<file path="config.mk">
export PLATFORM = sky130hd
export DESIGN_NAME = sif_cmd_port
export DESIGN_NICKNAME = d
export VERILOG_FILES = /design/src/rtl/sif_pkg.sv /design/src/rtl/sif_sync.sv /design/src/rtl/sif_regfile.sv /design/src/rtl/sif_txshift.sv /design/src/rtl/sif_cmd_port.sv
export SDC_FILE = /design/constraint.sdc
export NUM_CORES = 1
export LEC_CHECK = 0
export BUFFER_PORTS_ARGS = -buffer_cell sky130_fd_sc_hd__buf_2
export CORE_MARGIN = 10
export CORE_UTILIZATION = 60
export CTS_CLUSTER_DIAMETER = 30
export DETAILED_ROUTE_END_ITERATION = 10
export PLACE_DENSITY = 0.85
export SLEW_MARGIN = 20
export SYNTH_ARGS = -nofsm -noshare
export SYNTH_HDL_FRONTEND = slang
export SYNTH_SLANG_ARGS = --single-unit
export TNS_END_PERCENT = 20
</file>
<file path="constraint.sdc">
create_clock -name clk -period 2.8 [get_ports clk]
set_clock_uncertainty 0.1 [all_clocks]
set_input_delay 0 -clock clk [delete_from_list [all_inputs] [get_ports clk]]
set_output_delay 0 -clock clk [all_outputs]
set_load 0.1 [all_outputs]
</file>
<file path="src/rtl/sif_pkg.sv">
package sif_pkg;
    localparam int CMD_ADDR_W = 5;

    typedef enum logic [1:0] {
        MODE_ACQ    = 2'b00,
        MODE_BAD    = 2'b01,
        MODE_ACQ_RD = 2'b10,
        MODE_RD     = 2'b11
    } mode_e;

    typedef struct packed {
        mode_e                 mode;
        logic                  cal;
        logic                  offs;
        logic                  test;
        logic [CMD_ADDR_W-1:0] addr;
    } cmd_t;

    typedef enum logic [2:0] {
        ST_IDLE,
        ST_CMD,
        ST_ARMED,
        ST_READ,
        ST_TRAP,
        ST_CLEAR
    } state_e;
endpackage

</file>
<file path="src/rtl/sif_sync.sv">
module sif_sync #(
    parameter int         W       = 3,
    parameter int         STAGES  = 2,
    parameter logic [W-1:0] RST_VAL = '0
) (
    input  logic         clk,
    input  logic         rst_n,
    input  logic [W-1:0] raw,
    output logic [W-1:0] lvl
);
    for (genvar b = 0; b < W; b++) begin : g_bit
        logic [STAGES-1:0] chain;
        always_ff @(posedge clk or negedge rst_n) begin
            if (!rst_n) chain <= {STAGES{RST_VAL[b]}};
            else        chain <= {chain[STAGES-2:0], raw[b]};
        end
        assign lvl[b] = chain[STAGES-1];
    end
endmodule

</file>
<file path="src/rtl/sif_regfile.sv">
module sif_regfile #(
    parameter int DEPTH = 33,
    parameter int DW    = 14,
    localparam int AW   = $clog2(DEPTH)
) (
    input  logic          clk,
    input  logic          rst_n,
    input  logic          wr_en,
    input  logic [AW-1:0] wr_addr,
    input  logic [DW-1:0] wr_data,
    input  logic [AW-1:0] rd_addr,
    output logic [DW-1:0] rd_data
);
    logic [DW-1:0] word [DEPTH];

    for (genvar i = 0; i < DEPTH; i++) begin : g_word
        always_ff @(posedge clk or negedge rst_n) begin
            if (!rst_n)                               word[i] <= '0;
            else if (wr_en && wr_addr == AW'(i))      word[i] <= wr_data;
        end
    end

    assign rd_data = (int'(rd_addr) < DEPTH) ? word[rd_addr] : '0;


    wr_range_chk: assert property (@(posedge clk) disable iff (!rst_n)
        wr_en |-> int'(wr_addr) < DEPTH);
endmodule

</file>
<file path="src/rtl/sif_txshift.sv">
module sif_txshift #(
    parameter int DW = 14
) (
    input  logic          clk,
    input  logic          rst_n,
    input  logic          load,
    input  logic [DW-1:0] load_val,
    input  logic          shift,
    output logic          dout
);
    logic [DW-1:0] sr;

    always_ff @(posedge clk or negedge rst_n) begin
        if (!rst_n) begin
            sr   <= '0;
            dout <= 1'b0;
        end else if (load) begin
            sr   <= load_val;
            dout <= 1'b0;
        end else if (shift) begin
            dout <= sr[DW-1];
            sr   <= {sr[DW-2:0], 1'b0};
        end
    end
endmodule

</file>
<file path="src/rtl/sif_cmd_port.sv">
module sif_cmd_port
    import sif_pkg::*;
#(
    parameter int NCHAN       = 32,
    parameter int CODE_W      = 14,
    parameter int CLR_BITS    = 24,
    parameter int SYNC_STAGES = 2
) (
    input  logic                        clk,
    input  logic                        rst_n,
    input  logic                        sync_n,
    input  logic                        sclk,
    input  logic                        din,
    input  logic                        seq_busy_n,
    input  logic                        wr_en,
    input  logic [$clog2(NCHAN+1)-1:0]  wr_chan,
    input  logic [CODE_W-1:0]           wr_code,
    output logic                        dout,
    output logic                        dout_oe,
    output logic                        acq_go,
    output logic                        acq_all,
    output logic [$clog2(NCHAN+1)-1:0]  acq_chan,
    output logic                        test_trap,
    output logic                        late_err
);
    localparam int CH_W     = $clog2(NCHAN + 1);
    localparam int CMD_BITS = $bits(cmd_t);
    localparam int CNT_W    = $clog2(CLR_BITS + 2);
    localparam logic [CNT_W-1:0] CNT_MAX = '1;

    // ---------------- input synchronisation ----------------
    logic [2:0] in_lvl;
    sif_sync #(.W(3), .STAGES(SYNC_STAGES), .RST_VAL(3'b100)) u_sync (
        .clk   (clk),
        .rst_n (rst_n),
        .raw   ({sync_n, sclk, din}),
        .lvl   (in_lvl)
    );

    logic [1:0] ctl_prev;
    always_ff @(posedge clk or negedge rst_n) begin
        if (!rst_n) ctl_prev <= 2'b10;
        else        ctl_prev <= in_lvl[2:1];
    end

    logic sync_hi, sync_fall, sync_rise, sclk_rise, sclk_fall, din_bit;
    assign sync_hi   = in_lvl[2];
    assign sync_fall = ctl_prev[1] & ~in_lvl[2];
    assign sync_rise = ~ctl_prev[1] & in_lvl[2];
    assign sclk_rise = ~ctl_prev[0] & in_lvl[1];
    assign sclk_fall = ctl_prev[0] & ~in_lvl[1];
    assign din_bit   = in_lvl[0];

    // ---------------- bit counter and command shifter ----------------
    logic [CNT_W-1:0]    bit_cnt;
    logic [CMD_BITS-1:0] rx;

    always_ff @(posedge clk or negedge rst_n) begin
        if (!rst_n) begin
            bit_cnt <= '0;
            rx      <= '0;
        end else if (sync_fall) begin
            bit_cnt <= '0;
        end else if (sclk_fall && !sync_hi) begin
            if (bit_cnt != CNT_MAX) bit_cnt <= bit_cnt + 1'b1;
            rx <= {rx[CMD_BITS-2:0], din_bit};
        end
    end

    cmd_t            cmd;
    logic            len_cmd, len_clr, cmd_bad, cmd_acq, cmd_rd;
    logic [CH_W-1:0] tgt_chan;

    assign cmd      = cmd_t'(rx);
    assign len_cmd  = (bit_cnt == CNT_W'(CMD_BITS));
    assign len_clr  = (bit_cnt == CNT_W'(CLR_BITS));
    assign cmd_bad  = (cmd.mode == MODE_BAD) || cmd.test;
    assign cmd_acq  = !cmd_bad && (cmd.mode == MODE_ACQ || cmd.mode == MODE_ACQ_RD);
    assign cmd_rd   = !cmd_bad && (cmd.mode == MODE_RD || cmd.mode == MODE_ACQ_RD);
    assign tgt_chan = cmd.offs ? CH_W'(NCHAN) : CH_W'(cmd.addr);

    // ---------------- state register ----------------
    state_e state, nxt;

    always_ff @(posedge clk or negedge rst_n) begin
        if (!rst_n) state <= ST_IDLE;
        else        state <= nxt;
    end

    always_comb begin
        nxt = state;
        unique case (state)
            ST_IDLE:  if (sync_fall) nxt = ST_CMD;
            ST_CMD: begin
                if (sync_rise) begin
                    if (len_cmd && cmd_bad)     nxt = ST_TRAP;
                    else if (len_cmd && cmd_rd) nxt = ST_ARMED;
                    else                        nxt = ST_IDLE;
                end
            end
            ST_ARMED: if (sync_fall) nxt = ST_READ;
            ST_READ:  if (sync_rise) nxt = ST_IDLE;
            ST_TRAP:  if (sync_fall) nxt = ST_CLEAR;
            ST_CLEAR: if (sync_rise) nxt = len_clr ? ST_IDLE : ST_TRAP;
            default:  nxt = ST_IDLE;
        endcase
    end

    // ---------------- outputs ----------------
    logic              rd_after_acq;
    logic [CH_W-1:0]   rd_chan;
    logic              late_now, tx_load, tx_shift;
    logic [CODE_W-1:0] rf_data;

    assign late_now = rd_after_acq && !seq_busy_n;
    assign tx_load  = (state == ST_ARMED) && sync_fall;
    assign tx_shift = (state == ST_READ) && sclk_rise && !sync_hi;

    always_ff @(posedge clk or negedge rst_n) begin
        if (!rst_n) begin
            acq_go       <= 1'b0;
            acq_all      <= 1'b0;
            acq_chan     <= '0;
            rd_after_acq <= 1'b0;
            rd_chan      <= '0;
            late_err     <= 1'b0;
        end else begin
            acq_go <= 1'b0;
            if (state == ST_CMD && sync_rise && len_cmd) begin
                if (cmd_acq) begin
                    acq_go   <= 1'b1;
                    acq_all  <= cmd.cal;
                    acq_chan <= cmd.cal ? '0 : tgt_chan;
                end
                if (cmd_rd) begin
                    rd_chan      <= tgt_chan;
                    rd_after_acq <= (cmd.mode == MODE_ACQ_RD);
                end
            end
            if (tx_load) late_err <= late_now;
        end
    end

    assign dout_oe   = (state == ST_READ);
    assign test_trap = (state == ST_TRAP) || (state == ST_CLEAR);

    sif_regfile #(.DEPTH(NCHAN + 1), .DW(CODE_W)) u_codes (
        .clk     (clk),
        .rst_n   (rst_n),
        .wr_en   (wr_en),
        .wr_addr (wr_chan),
        .wr_data (wr_code),
        .rd_addr (rd_chan),
        .rd_data (rf_data)
    );

    sif_txshift #(.DW(CODE_W)) u_tx (
        .clk      (clk),
        .rst_n    (rst_n),
        .load     (tx_load),
        .load_val (late_now ? '0 : rf_data),
        .shift    (tx_shift),
        .dout     (dout)
    );

    // ---------------- assertions ----------------

    oe_sync_low_chk: assert property (@(posedge clk) disable iff (!rst_n)
        dout_oe |-> !ctl_prev[1]);

    acq_pulse_chk: assert property (@(posedge clk) disable iff (!rst_n)
        acq_go |=> !acq_go);

    cal_chan_zero_chk: assert property (@(posedge clk) disable iff (!rst_n)
        (acq_go && acq_all) |-> (acq_chan == '0));

    acq_chan_range_chk: assert property (@(posedge clk) disable iff (!rst_n)
        acq_go |-> (int'(acq_chan) <= NCHAN));

    trap_no_acq_chk: assert property (@(posedge clk) disable iff (!rst_n)
        test_trap |-> !acq_go);

    trap_clear_len_chk: assert property (@(posedge clk) disable iff (!rst_n)
        $fell(test_trap) |-> ($past(bit_cnt) == CNT_W'(CLR_BITS)));

    late_zero_chk: assert property (@(posedge clk) disable iff (!rst_n)
        (dout_oe && late_err) |-> !dout);
endmodule

</file>
==> reports/results.ini <==
[status]
status=completed

[cts]
cts_hold_buf=29
cts_resized=0
cts_tree=yes
clock_path_buffers=3
cts-buffers-inserted=96
clk_latency_ps=630
cts.sinks=519
htreeDepth=3
cts-root-buf=clkbuf_16
clkTransAtPathRegs_ps=60
cts_setup_buffers=0

[worst_setup_path]
worstSetupStartpoint=rd_chan[1]
crit_path_cell_trace=buf_4 -> mux4_2 -> mux4_2 -> nor3_2 -> a311oi_1
crit_fanout=24
critical_path.top_delay_family=multiplexers
cp.depth=5
slowest_delay_ps=780
required_ps=3180
cp_num_buf_inv=1
rr_worst_depth=5
worstPathArrival_ps=2960
r2r-end=u_tx.sr[12]
crit_path_frequent_cell=mux4_2
crit_slowest_cell=dfrtp_4
crit_end=u_tx.sr[12]
crit_path_start_kind=flop
end_kind=flop
reg2reg_setup_slack_ps=210
crit_type=flop to flop
r2r-start=rd_chan[1]

[sta]
setup_viol=0
tightestPinTransition_ps=949
final.period_utilization_pct=92.4
hold_slack_ps=45.0
hold_viol_final=0
setup_ws_ps=214
timing.fmax_mhz=387
min_period_ps=2590
finalMaxSlewViolations=0
tns_ps=0
slew_headroom_pct=36.7
rsz0062_at_grt=false

[cells_and_area]
layout.nets=1674
antenna_cells=0
final_common_cell=dfrtp_1
drive_gt1_share_pct=50.7
final_core_util_pct=72.5
syn2layout_area_growth_pct=19.0
final_area_sq_mm=0.0281
final_cell_mix=dfrtp_1 (512), mux2_2 (467), mux4_2 (116)

[pwr]
leakagePower_nw=12.8
ir_drop_v=0.000775
power_density_mw_per_mm2=833

[synth]
synth_flop_cell=dfrtp_1
async_reset_ff_share_pct=100
yosysWarnings=0
yosys_register_bits=519
netlist_area_sq_mm=0.0236
synth.net_count=1580
ys_seq_area_share_pct=54.9
synth_edf_count=0
syn_inst=1549
synth.distinct_cells=58
avgSynthCellArea_sq_um=15.3

[global_routing]
grt_usage_pct=26.2
first_global_vias=16200
grt_pass1_wl_mm=96.6
antenna_found_initial=0
grt_overflow=0
grt_max_degree=98

[detailed_routing]
via_count=14800
drc_errors=0
drt_iter0_markers=1433
routedWlPerCell_um=27.1
detail-route-antenna-nets=0
totalWireLength_mm=60.8
dr.pass1.iters=5
viasPerCell=6.58

[flow_run]
cap_viol_max_count=0

[die]
die_w_um=219
fp.dieArea_sq_mm=0.0477
row_count=72
io_pins=39
core_sq_mm=0.0388
initial_core_util_pct=60.9
fp.dieH_um=219

[placed_design]
post-place-ws_ps=298
io_buffers=38
gp_congestion=0.856
dp_hpwl_mm=34.6
dpl-instance-area_sq_mm=0.0245

[hold_path]
holdCritPathClass=input pin to flop

## per-layer routing
| metal | routed length [um] | GRT usage (%) |
|---|---|---|
| met4 | 2510 | 12.3 |
| met2 | 30400 | 43.0 |
| met5 | 0 | 0 |
| met1 | 23800 | 33.2 |
| met3 | 4100 | 5.07 |
## where the power goes
group | internal (mW) | switching, mW | leakage (nW)
clock | 7.75 | 4.15 | 1.65
sequential | 8.57 | 0.703 | 6.87
combinational | 1.21 | 1.06 | 4.29
total | 17.5 | 5.91 | 12.8
## cells by family (layout without fill, tap and decap cells)
group | after synthesis | after routing | share of synthesized area (%)
multiplexers | 605 | 605 | 34.7
flip-flops | 519 | 519 | 54.9
AND/OR/NAND/NOR | 161 | 161 | 3.75
buffers and inverters | 144 | 320 | 3.02
AO/OA/AOI/OAI | 113 | 113 | 3.23
adder cells (fa/ha/maj) | 4 | 4 | 0.212
XOR/XNOR | 3 | 3 | 0.111
## cell usage after synthesis, drive strengths merged, types with 3 or more instances
master	count	area, sq um
a31oi	10	62.6
clkbuf	61	229
mux4	123	2800
buf	72	444
a211oi	3	22.5
o2bb2ai	13	114
ha	4	50.1
nor4	8	56.3
a22o	5	43.8
nor2	25	93.8
o21a	13	97.6
nand2	35	131
a21oi	14	70.1
a22oi	9	67.6
dfrtp	516	12900
nor3	17	105
nand3	28	140
mux2	473	5330
dfstp	3	78.8
a311oi	9	78.8
nor2b	11	68.8
inv	11	41.3
nand4	4	25.0
nor3b	4	45.1
mux2i	9	90.1
nand2b	11	68.8
o21ai	30	150
## flip-flops by register name, indices dropped and copies added, names as in the netlist, 3 cells and up
name	count
u_codes.word	462
u_tx.sr	14
cmd	10
acq_chan	6
rd_chan	6
u_sync.g_bit.chain	6
bit_cnt	5
state	3
## area by class of cell
type                            count  area [sq um]
Clock buffer                      113          2560
Clock inverter                     67           807
Fill cell                        2178         10700
Inverter                           11          41.3
Multi-Input combinational cell    886          9950
Sequential cell                   519         13000
Tap cell                          518           648
Timing Repair Buffer              129          1120
## how the worst min path moves through the flow
stage | start | end | slack [ps] | cells after the start
2_1_floorplan | rst_n | acq_all | -400 | 0
3_3_place_gp | rst_n | cmd[0] | -80 | 1
3_5_place_dp | rst_n | bit_cnt[0] | -80 | 1
4_1_cts | wr_code[11] | u_codes.word[263] | 10 | 2
5_1_grt | wr_chan[1] | u_codes.word[406] | 40 | 4
6_report | wr_code[11] | u_codes.word[263] | 40 | 2
## through the flow
step / power, mW / std cells
final: 23.4 / 2243
after detailed placement: 11.5 / 2034
after floorplan: 10.7 / 1549
after CTS: 23.5 / 2243
after global routing: 24.2 / 2243
after global placement: 11.3 / 2034
No activity file was read; power rests on OpenSTA's default activity.
